--- config.mk ---
export PLATFORM = sky130hd
export DESIGN_NAME = wm_link_rx
export DESIGN_NICKNAME = d
export VERILOG_FILES = /design/src/rtl/wm_flow_pkg.sv /design/src/rtl/wm_fifo_store.sv /design/src/rtl/wm_hyst_ctrl.sv /design/src/rtl/wm_err_latch.sv /design/src/rtl/wm_link_rx.sv
export SDC_FILE = /design/constraint.sdc
export NUM_CORES = 1
export LEC_CHECK = 0
export BUFFER_PORTS_ARGS = -buffer_cell sky130_fd_sc_hd__buf_4
export CAP_MARGIN = 20
export CORE_MARGIN = 2
export CORE_UTILIZATION = 40
export CTS_BUF_LIST = sky130_fd_sc_hd__clkbuf_8
export CTS_CLUSTER_SIZE = 16
export DETAILED_ROUTE_END_ITERATION = 6
export HOLD_SLACK_MARGIN = 0.02
export SLEW_MARGIN = 20
export SYNTH_ARGS = -nofsm -noshare
export SYNTH_HDL_FRONTEND = slang
export SYNTH_SLANG_ARGS = --single-unit
--- constraint.sdc ---
create_clock -name clk -period 2.05 [get_ports clk]
set_input_delay 0.41 -clock clk [delete_from_list [all_inputs] [get_ports clk]]
set_output_delay 0.41 -clock clk [all_outputs]
set_load 0.01 [all_outputs]
--- src/rtl/wm_flow_pkg.sv ---
package wm_flow_pkg;
   typedef enum logic {
      LINK_HALT   = 1'b0,
      LINK_RESUME = 1'b1
   } link_state_e;

   typedef struct packed {
      logic valid;
      logic go;
   } fc_sym_t;
endpackage

--- src/rtl/wm_fifo_store.sv ---
module wm_fifo_store #(
   parameter int DATA_W = 16,
   parameter int DEPTH  = 32,
   localparam int AW = (DEPTH > 1) ? $clog2(DEPTH) : 1,
   localparam int CW = $clog2(DEPTH + 1)
) (
   input  logic              clk,
   input  logic              rst_n,
   input  logic              push_req,
   input  logic              pop,
   input  logic [DATA_W-1:0] wdata,
   output logic [DATA_W-1:0] rdata,
   output logic [CW-1:0]     count,
   output logic              full,
   output logic              empty,
   output logic              accept
);
   localparam bit POW2 = (DEPTH == (1 << AW));
   localparam logic [CW-1:0] FULL_C = CW'(DEPTH);

   logic [DATA_W-1:0] mem [DEPTH];
   logic [AW-1:0]     wr_ptr, rd_ptr, wr_nxt, rd_nxt;

   assign full   = (count == FULL_C);
   assign empty  = (count == '0);
   assign accept = push_req && (!full || pop);
   assign rdata  = mem[rd_ptr];

   generate
      if (POW2) begin : g_pow2_wrap
         assign wr_nxt = wr_ptr + 1'b1;
         assign rd_nxt = rd_ptr + 1'b1;
      end else begin : g_cmp_wrap
         assign wr_nxt = (wr_ptr == AW'(DEPTH - 1)) ? '0 : wr_ptr + 1'b1;
         assign rd_nxt = (rd_ptr == AW'(DEPTH - 1)) ? '0 : rd_ptr + 1'b1;
      end
   endgenerate

   always_ff @(posedge clk) begin
      if (accept) mem[wr_ptr] <= wdata;
   end

   always_ff @(posedge clk or negedge rst_n) begin
      if (!rst_n) begin
         wr_ptr <= '0;
         rd_ptr <= '0;
         count  <= '0;
      end else begin
         if (accept) wr_ptr <= wr_nxt;
         if (pop)    rd_ptr <= rd_nxt;
         case ({accept, pop})
            2'b10:   count <= count + 1'b1;
            2'b01:   count <= count - 1'b1;
            default: count <= count;
         endcase
      end
   end
endmodule

--- src/rtl/wm_hyst_ctrl.sv ---
module wm_hyst_ctrl
   import wm_flow_pkg::*;
#(
   parameter int CW        = 6,
   parameter int HIGH_MARK = 24,
   parameter int LOW_MARK  = 8
) (
   input  logic          clk,
   input  logic          rst_n,
   input  logic [CW-1:0] count,
   output link_state_e   state,
   output fc_sym_t       sym
);
   localparam logic [CW-1:0] HI_C = CW'(HIGH_MARK);
   localparam logic [CW-1:0] LO_C = CW'(LOW_MARK);

   always_ff @(posedge clk or negedge rst_n) begin
      if (!rst_n) begin
         state <= LINK_RESUME;
         sym   <= '0;
      end else begin
         sym <= '0;
         if (state == LINK_RESUME && count >= HI_C) begin
            state <= LINK_HALT;
            sym   <= '{valid: 1'b1, go: 1'b0};
         end else if (state == LINK_HALT && count <= LO_C) begin
            state <= LINK_RESUME;
            sym   <= '{valid: 1'b1, go: 1'b1};
         end
      end
   end
endmodule

--- src/rtl/wm_err_latch.sv ---
module wm_err_latch (
   input  logic clk,
   input  logic rst_n,
   input  logic set,
   output logic flag
);
   always_ff @(posedge clk or negedge rst_n) begin
      if (!rst_n)   flag <= 1'b0;
      else if (set) flag <= 1'b1;
   end
endmodule

--- src/rtl/wm_link_rx.sv ---
module wm_link_rx
   import wm_flow_pkg::*;
#(
   parameter int DATA_W     = 16,
   parameter int DEPTH      = 32,
   parameter int HIGH_MARK  = 24,
   parameter int LOW_MARK   = 8,
   parameter int RTT_CYCLES = 6,
   localparam int LVL_W = $clog2(DEPTH + 1)
) (
   input  logic              clk,
   input  logic              rst_n,
   input  logic              in_valid,
   input  logic [DATA_W-1:0] in_data,
   input  logic              out_ready,
   output logic              out_valid,
   output logic [DATA_W-1:0] out_data,
   output logic [LVL_W-1:0]  level,
   output logic              fc_valid,
   output logic              fc_go,
   output logic              link_go,
   output logic              overflow_err
);
   generate
      if (DATA_W < 1) begin : g_bad_width
         $error("wm_link_rx: DATA_W must be positive");
      end
      if (DEPTH < 2) begin : g_bad_depth
         $error("wm_link_rx: DEPTH must be at least 2");
      end
      if (LOW_MARK >= HIGH_MARK) begin : g_bad_band
         $error("wm_link_rx: LOW_MARK must lie below HIGH_MARK");
      end
      if (DEPTH < HIGH_MARK + RTT_CYCLES + 1) begin : g_bad_slack
         $error("wm_link_rx: headroom above HIGH_MARK cannot absorb the round trip");
      end
   endgenerate

   logic        full, empty, accept, pop;
   link_state_e state;
   fc_sym_t     sym;

   assign pop       = out_ready && !empty;
   assign out_valid = !empty;

   wm_fifo_store #(.DATA_W(DATA_W), .DEPTH(DEPTH)) u_store (
      .clk      (clk),
      .rst_n    (rst_n),
      .push_req (in_valid),
      .pop      (pop),
      .wdata    (in_data),
      .rdata    (out_data),
      .count    (level),
      .full     (full),
      .empty    (empty),
      .accept   (accept)
   );

   wm_hyst_ctrl #(.CW(LVL_W), .HIGH_MARK(HIGH_MARK), .LOW_MARK(LOW_MARK)) u_hyst (
      .clk   (clk),
      .rst_n (rst_n),
      .count (level),
      .state (state),
      .sym   (sym)
   );

   wm_err_latch u_err (
      .clk   (clk),
      .rst_n (rst_n),
      .set   (in_valid && !accept),
      .flag  (overflow_err)
   );

   assign fc_valid = sym.valid;
   assign fc_go    = sym.go;
   assign link_go  = (state == LINK_RESUME);
endmodule

## After elaboration in Yosys (flattened, before gate mapping)

Memory sizes are Yosys's and may differ from the RTL's.
Cells that the tools add are included.

- Register bits after elaboration: 20
- Memory bits (writable): 512
- Word-level logic and storage cells: 37
- Memories: 1
- Input bits: 20

- Order comparisons: 2
- Multiplexer cells: 7
- Reduce and logical (&&, ||, !) cells: 12
- Bitwise gates (word level): 1
- Add/sub/neg operators: 4
- Equal/unequal tests: 3

Memories:

| name | words | bits a word | rd ports | clocked after memory_dff | wr ports | RTL line | RTL |
|---|---|---|---|---|---|---|---|
| u_store.mem | 32 | 16 | 1 | 0 | 1 | wm_fifo_store.sv:21 | `logic [DATA_W-1:0] mem [DEPTH];` |

Operators by type and width:

| cell | count |
|---|---|
| 6-bit case mux with 2 select lines | 1 |
| 5-bit by 1-bit adder with 5-bit output (second input constant) | 2 |
| 6-bit by 1-bit adder with 6-bit output (second input constant) | 1 |
| 6-bit equality test (second input constant) | 1 |
| 6-bit by 5-bit greater-or-equal comparator with 1-bit output (second input constant) | 1 |
| 6-bit by 4-bit <= comparator with 1-bit output (second input constant) | 1 |
| 6-bit zero test | 1 |
| 6-bit by 1-bit subtractor with 6-bit output (second input constant) | 1 |
| 1-bit logical AND | 5 |
| 1-bit two-way mux | 4 |
| 2-bit two-way mux | 2 |
| 2-bit nonzero test | 2 |
| 1-bit zero test | 3 |
| 2-bit by 1-bit equality test with 1-bit output (second input constant) | 1 |
| 2-bit equality test (second input constant) | 1 |
| 1-bit logical OR | 1 |
| 1-bit NOT | 1 |

## Depth between registers and ports, before layout

Gate-level depths: netlist of run 1.

- Depth in word-level cells: 7
- Mapped depth: 10

## By module

From an unflattened synthesis of run 1, not the netlist that was laid out.

- Cell total of the unflattened synthesis: 990
- Area, all modules: 20722.4 um^2

By module, submodules not included:

| module | area each (um^2) | seq. area each (um^2) | times used | cells an instance |
|---|---|---|---|---|
| wm_fifo_store | 20517.2 | 15775.1 | 1 | 973 |
| wm_hyst_ctrl | 150.1 | 76.3 | 1 | 12 |
| wm_err_latch | 31.3 | 25.0 | 1 | 2 |
| wm_link_rx | 23.8 | 0.0 | 1 | 3 |

## Worst setup path before layout of run 1

Ideal clock, no wire load.

- Path type: reg-to-reg
- Start: register u_store.count[1]
- End: register u_store.count[5]
- Data required time: 1.920 ns
- Path slack: -0.286 ns
- Cell stages (with the launch flop): 9
- Data arrival time: 2.206 ns
- Clock period less this slack: 2.336 ns
- Path buffers: 0
- Cell sequence: dfrtp_1 > nor3_1 > a21oi_2 > ha_1 > a211oi_1 > o21bai_1 > a21oi_1 > mux2i_1 > a22oi_1

- Word-level cells in the longest chain between the ends: 7

RTL lines:

| element | RTL line | RTL |
|---|---|---|
| start, declared | wm_fifo_store.sv:13 | `output logic [CW-1:0] count,` |
| start signal, assigned | wm_fifo_store.sv:52 | `2'b10: count <= count + 1'b1;` |
| start signal, assigned | wm_fifo_store.sv:53 | `2'b01: count <= count - 1'b1;` |
| start signal, assigned | wm_fifo_store.sv:54 | `default: count <= count;` |
| 6-bit zero test | wm_fifo_store.sv:25 | `assign empty = (count == '0);` |
| 1-bit zero test | wm_link_rx.sv:43 | `assign pop = out_ready && !empty;` |
| 1-bit logical AND | wm_link_rx.sv:43 |  |
| 1-bit logical OR | wm_fifo_store.sv:26 | `assign accept = push_req && (!full \|\| pop);` |
| 1-bit logical AND | wm_fifo_store.sv:26 |  |
| 2-bit by 1-bit equality test with 1-bit output / 2-bit equality test (equally long branches) | wm_fifo_store.sv:51 | `case ({accept, pop})` |
| 6-bit case mux with 2 select lines / 2-bit nonzero test (equally long branches) | n/a |  |

Parallel ways exist; a longest one is shown, timed or not.
A chain may end at the register's enable or synchronous reset.

## Final worst setup path of run 1

- Start: register u_store.rd_ptr[0]
- End: output out_data[15]

- Word-level cells in the longest chain between the ends: 1

RTL lines:

| element | RTL line | RTL |
|---|---|---|
| start, declared | wm_fifo_store.sv:22 | `logic [AW-1:0] wr_ptr, rd_ptr, wr_nxt, rd_nxt;` |
| start signal, assigned | wm_fifo_store.sv:50 | `if (pop) rd_ptr <= rd_nxt;` |
| memory 32 x 16 bit | n/a |  |
| end, declared | wm_link_rx.sv:17 | `output logic [DATA_W-1:0] out_data,` |

No other way between the ends.

==> flow_summary.toml, run 1 <==
[status]
status = "finished with violations"
violations = "negative setup slack"

[yosys]
ys.flop_type = "edfxtp_1"
ys_async_sr_fraction_pct = 3.76
yosys_warnings = 0
synth_top_cells_by_area = "edfxtp_1 74%, mux4_2 6.9%, mux2i_1 6.2%, a22oi_1 2.3%, dfrtp_1 2.3%"
synth_edf_count = 512
yosysTopAreaCell = "edfxtp_1"
synth_top_area_share_pct = 73.7
yosysMostFrequentCell = "edfxtp_1"
synth_commonest_cells = "512 x edfxtp_1, 130 x mux2i_1, 65 x a22oi_1"
synth_fp_nets = 1126
synth_seq_cells = 532
synthCells = 1096
netlist_area_mm2 = 0.0209
synth_cell_types = 43
seq_area_frac_synth_pct = 76.1
avgSynthCellArea_um2 = 19.0

[worst_setup_path]
critPathMaxStageDelay_ps = 570
crit_path_top_delay_cell = "dfrtp_4"
crit_arrival_ps = 2630
crit_start = "u_store.rd_ptr[0]"
criticalPathCategory = "reg2out"
crit_path_cell_trace = "clkbuf_16 -> buf_6 -> nor2b_4 -> buf_4 -> buf_12 -> a22oi_1 -> nand3_1 -> nand4_1 -> buf_4"
reg2regPathDepth = 10
required_ps = 1640
critPathCaptureType = "primary output"
regToRegSetupSlack_ps = -130
r2r_start = "u_store.count[3]"
critPathMostFrequentCell = "buf_4"
crit_end = "out_data[15]"
crit_path_start_kind = "register"
r2r-end = "u_store.count[5]"
critPathMaxFanout = 7

[drt]
vias_per_cell = 5.33
drt-total-wl_um = 49400
vias = 11200
drtIter0Drc = 863
dr.pass1.iters = 5
ant_nets = 0
routedWlPerCell_um = 23.5
drc = 0

[final_layout]
utilization_pct = 51.0
area_growth_pct = 25.8
ff_latch_area_mm2 = 0.0159
multi_input_area_mm2 = 0.00524
design_area_mm2 = 0.0262
diodes = 0
drive_gt1_share_pct = 35.8
fillers = 4113
nets = 1384

[sta]
max_clock_freq_ghz = 0.329
layout_min_cycle_time_ps = 3040
timing.final.crit_share_pct = 148
setup_viol = 19
drv_slew = 0
clock_skew_ps = 35.6
setup_ws_ps = -992
hold_viol_final = 0
worstMarginPinSlew_ps = 776
max_slew_margin_pct = 48.1
rsz0062_at_grt = "true"

[pwr]
worst_ir_drop_vdd_mv = 0.666
pwr-share-comb_pct = 38.4
p_seq_share_pct = 37.7
p_switching_w = 0.0112
p_leak_nw = 9.09
power_density_mw_per_mm2 = 1330
internal-power_w = 0.0238
switching_share_pct = 32.1
pwr-share-clk_pct = 23.9
total_power_w = 0.0350

[die]
die_w_um = 232
coreArea_mm2 = 0.0514
dieArea_mm2 = 0.0540
row_count = 83
die_y_um = 232
ios = 47
initial_core_util_pct = 40.6

[clocking]
clockBufferDepth = 3
htree_num_levels = 3
clk_pin_slew_ps = 60
cts.sinks = 532
cts_root_buf = "clkbuf_8"
cts_made_buffers = 85
cts_tree = "yes"
clk_latency_ps = 660

[place]
place_area_mm2 = 0.0233
dp_hpwl_um = 30000
numPortBuffers = 46
place_congestion = 0.794

[grt]
grt_max_degree = 33
grt_usage_pct = 18.3
antenna_found_initial = 0
grt_pass1_vias = 11200
grt_pass1_wl_um = 72000
grt_overflow = 0

[worst_hold_path]
min_path_type = "in2reg"

[job]
drv_cap = 0
[stage by stage]
stage / hold WS, ps / setup slack (ps) / std cells / setup TNS [ps]
after detailed placement: 326 / -530 / 1883 / -133340
after floorplan: 114 / -133 / 1096 / -49390
after global routing: 136 / -1110 / 2101 / -17410
after global placement: 319 / -429 / 1883 / -125190
final: 129 / -992 / 2101 / -15260
after CTS: 59.6 / -1010 / 2067 / -16070
[registers in the layout, summed over array words and instances, names as in the netlist]
name / count
u_err.flag: 1
u_hyst.state: 1
u_hyst.sym: 2
u_store.count: 6
u_store.mem: 512
u_store.rd_ptr: 5
u_store.wr_ptr: 5
[cells by family (layout without fill, tap and decap cells)]
family,Yosys count,after routing,share of synthesized area [%]
adders and majority gates,10,10,0.636
buffers and inverters,69,394,1.62
DFF,532,532,76.1
and+or+nand+nor,159,159,3.96
AOI/OAI and AO/OA,117,117,3.83
xor gates and xnor gates,11,11,0.462
muxes,198,198,13.4
[critical path: cells and delay by family, from the launching register on]
family	cells	cell delay, ps
DFF	1	570
buffers and inverters	5	820
and+or+nand+nor	3	510
AOI/OAI and AO/OA	1	80
[power by group through the flow]
stage	clock, W	combinational, W	sequential, W
global placement	0	0.0117	0.0133
global route	0.00909	0.0143	0.0133
finish	0.00837	0.0135	0.0132
detailed placement	0	0.0118	0.0134
CTS	0.00859	0.0129	0.0132
floorplan	0	0.00660	0.0132
[per-layer routing]
metal | track usage, % | wire (um) | part of all wire (%) | vias up
li1 | - | - | - | 4959
met1 | 25.3 | 22000 | 45 | 5905
met2 | 29.7 | 24300 | 49 | 267
met3 | 3.76 | 2290 | 4.6 | 73
met4 | 4.67 | 794 | 1.6 | 0
met5 | 0 | 0 | 0 | -
[layout make-up]
cell class | count | share of cell area, %
inverters | 9 | 0.129
clock inverters | 68 | 1.40
clock buffers | 86 | 4.51
well taps | 680 | 3.24
repair buffers | 231 | 10.2
flip-flops and latches | 532 | 60.5
multi-input cells | 495 | 19.9
[cell usage in the layout, fill, tap and decap left out, types with 7 or more instances in the layout]
cell type    n
a21oi_1     11
a21oi_2     23
a22oi_1     58
a22oi_2      7
buf_12      66
buf_4      145
buf_6       13
clkbuf_8    86
clkinv_1    16
clkinv_2    11
dfrtp_1     16
edfxtp_1   512
inv_1       41
mux2i_1    130
mux4_2      64
nand2_1     13
nand3_1     27
nand3_2      8
nand4_1     18
nor2_4      27
nor2b_1     28
xnor2_1     10
[how the worst min path moves through the flow]
stage	start	end	slack (ps)	cells after the start
6_report	out_ready	u_store.count[5]	130	4
5_1_grt	in_valid	u_err.flag	140	3
4_1_cts	out_ready	u_store.count[5]	60	4
3_5_place_dp	rst_n	u_err.flag	330	1
3_3_place_gp	rst_n	u_hyst.sym[0]	320	1
2_1_floorplan	rst_n	u_err.flag	110	0
[repair_timing]
item | in CTS | in global routing
setup buffers | 26 | 36
setup endpoints to repair | 420 | 254
pin swaps | 29 | 40
gates cloned | 3 | 3
hold buffers | 1 | 0
gates resized for setup | 77 | 45
endpoints found under the hold margin | 20 | 0
(Power assumes the default switching activity.)
==> run 2: changes to the inputs <==
BUFFER_PORTS_ARGS = -buffer_cell sky130_fd_sc_hd__buf_2   (was -buffer_cell sky130_fd_sc_hd__buf_4)
==> flow_summary.toml, run 2 (synthesized netlist as in run 1, its figures left out) <==
[status]
status = "finished with violations"
violations = "negative setup slack"

[final_layout]
reg.largest.list = "u_store.mem: 512 flops, u_store.count: 6 flops"
area_growth_pct = 25.7
final_cells = 2095
drive_gt1_share_pct = 36.3
layout_common_cells = "512 x edfxtp_1, 130 x mux2i_1, 95 x buf_4, 86 x clkbuf_8, 65 x buf_12"
fillers = 4163
diodes = 0
regMostFlops = "u_store.mem"
largest_reg_flops = 512
layout_commonest_cell = "edfxtp_1"
nets = 1381

[worst_setup_path]
regToRegSetupSlack_ps = -80
critPathMaxFanout = 5
critPathMaxStageDelay_ps = 490
reg2regPathDepth = 9
required_ps = 1640
crit_path_top_delay_cell = "dfrtp_4"
crit_start = "u_store.rd_ptr[0]"
critPathTopFamily = "buffers and inverters"
crit_path_cell_trace = "buf_12 -> clkbuf_16 -> buf_4 -> mux4_2 -> a21oi_2 -> nand4_1 -> buf_2"
r2r-end = "u_store.count[5]"
criticalPathCategory = "reg2out"
critPathCaptureType = "primary output"
crit_path_start_kind = "register"
path_depth = 7
crit_arrival_ps = 2640
r2r_start = "u_store.count[4]"
cp_num_buf_inv = 4

[grt]
grt_max_degree = 33
grt_usage_pct = 18.2
grt_pass1_vias = 11200
grt_overflow = 0
antenna_found_initial = 2
grt_pass1_wl_um = 72200

[clocking]
cts_root_buf = "clkbuf_8"
cts_tree = "yes"
clk_pin_slew_ps = 70
clk_latency_ps = 660
cts.sinks = 532
cts_made_buffers = 85
htree_num_levels = 3
clockBufferDepth = 3

[sta]
hold_viol_final = 0
max_slew_margin_pct = 57.8
layout_min_cycle_time_ps = 3050
setup_viol = 18
setup_tns_ps = -15340
timing.final.crit_share_pct = 149
worstMarginPinSlew_ps = 633
max_clock_freq_ghz = 0.327
setup_ws_ps = -1000
clock_skew_ps = 30.8
rsz0062_at_grt = "true"
drv_slew = 0

[die]
ios = 47
dieArea_mm2 = 0.0540
die_y_um = 232
initial_core_util_pct = 40.6
die_w_um = 232
coreArea_mm2 = 0.0514
row_count = 83

[pwr]
total_power_w = 0.0352
p_leak_nw = 9.07
worst_ir_drop_vdd_mv = 0.707
power_density_mw_per_mm2 = 1340

[drt]
drt-total-wl_um = 50400
ant_nets = 0
routedWlPerCell_um = 24.1
m1WireLength_um = 22000
vias_per_cell = 5.36
drc = 0
vias = 11200
drtIter0Drc = 1089
wl_met3_um = 2980
top_layer_used = "met4"
routed-wl-met2_um = 24600
dr.pass1.iters = 5

[place]
place_congestion = 0.809
dp.cells = 1878
numPortBuffers = 46
dp_hpwl_um = 29700

[worst_hold_path]
min_path_type = "in2reg"
min_to = "u_err.flag"
holdCritStartpoint = "in_valid"
min_path_cells = 3

[job]
drv_cap = 0
[run 2: report_power, final]
| part | switching (W) | internal (W) | total, W | leakage [nW] |
|---|---|---|---|---|
| logic | 0.00705 | 0.00671 | 0.0138 | 3.32 |
| clock network | 0.00411 | 0.00431 | 0.00843 | 0.906 |
| registers | 0.000266 | 0.0128 | 0.0130 | 4.85 |
[run 2: cell type report]
cell class                      count  area (um^2)  area share (%)
Clock buffer                       86         1180            4.51
Clock inverter                     65          374            1.43
Inverter                            9         33.8           0.129
Multi-Input combinational cell    495         5270            20.1
Sequential cell                   532        15900            60.5
Tap cell                          680          851            3.24
Timing Repair Buffer              228         2640            10.1
[run 2: stage by stage]
stage               area, um^2  setup WS (ps)  utilization [%]  hold WS, ps
floorplan                21000           -133                -          114
global placement         23100           -540             44.9          413
detailed placement       23100           -472             44.9          422
CTS                      25200          -1080             49.0         73.6
global route             26200          -1100             51.0          134
finish                   26200          -1000             51.0          152
[run 2: worst register-to-register path, stage by stage (launching register included)]
cell	delay, ps
dfrtp_1	400
buf_6	130
nor3_4	230
a21oi_4	130
ha_4	240
a211oi_2	170
o21bai_1	120
a21oi_2	220
mux2i_1	270
a22oi_2	100
[run 2: worst max-delay path by stage]
| stage | to | slack, ps |
|---|---|---|
| 6_report | out_data[3] | -1000 |
| 5_1_grt | out_data[11] | -1100 |
| 4_1_cts | out_data[6] | -1080 |
| 3_5_place_dp | u_store.mem[8][14] | -470 |
| 3_3_place_gp | u_store.mem[9][11] | -540 |
| 2_1_floorplan | u_store.mem[14][0] | -130 |
[run 2: routing by layer]
| layer | global-route usage, % | vias up |
|---|---|---|
| li1 | - | 4953 |
| met1 | 25.6 | 5831 |
| met2 | 29.0 | 368 |
| met3 | 3.82 | 67 |
| met4 | 4.41 | 0 |
| met5 | 0 | - |
[run 2: what timing repair did]
| action | 4_1_cts | 5_1_grt |
|---|---|---|
| resized for setup | 53 | 69 |
| cloned | 0 | 9 |
| hold buffers | 1 | 0 |
| pin swaps | 28 | 49 |
| endpoints found under the setup margin | 452 | 283 |
| endpoints found under the hold margin | 19 | 0 |
| setup buffers | 20 | 37 |
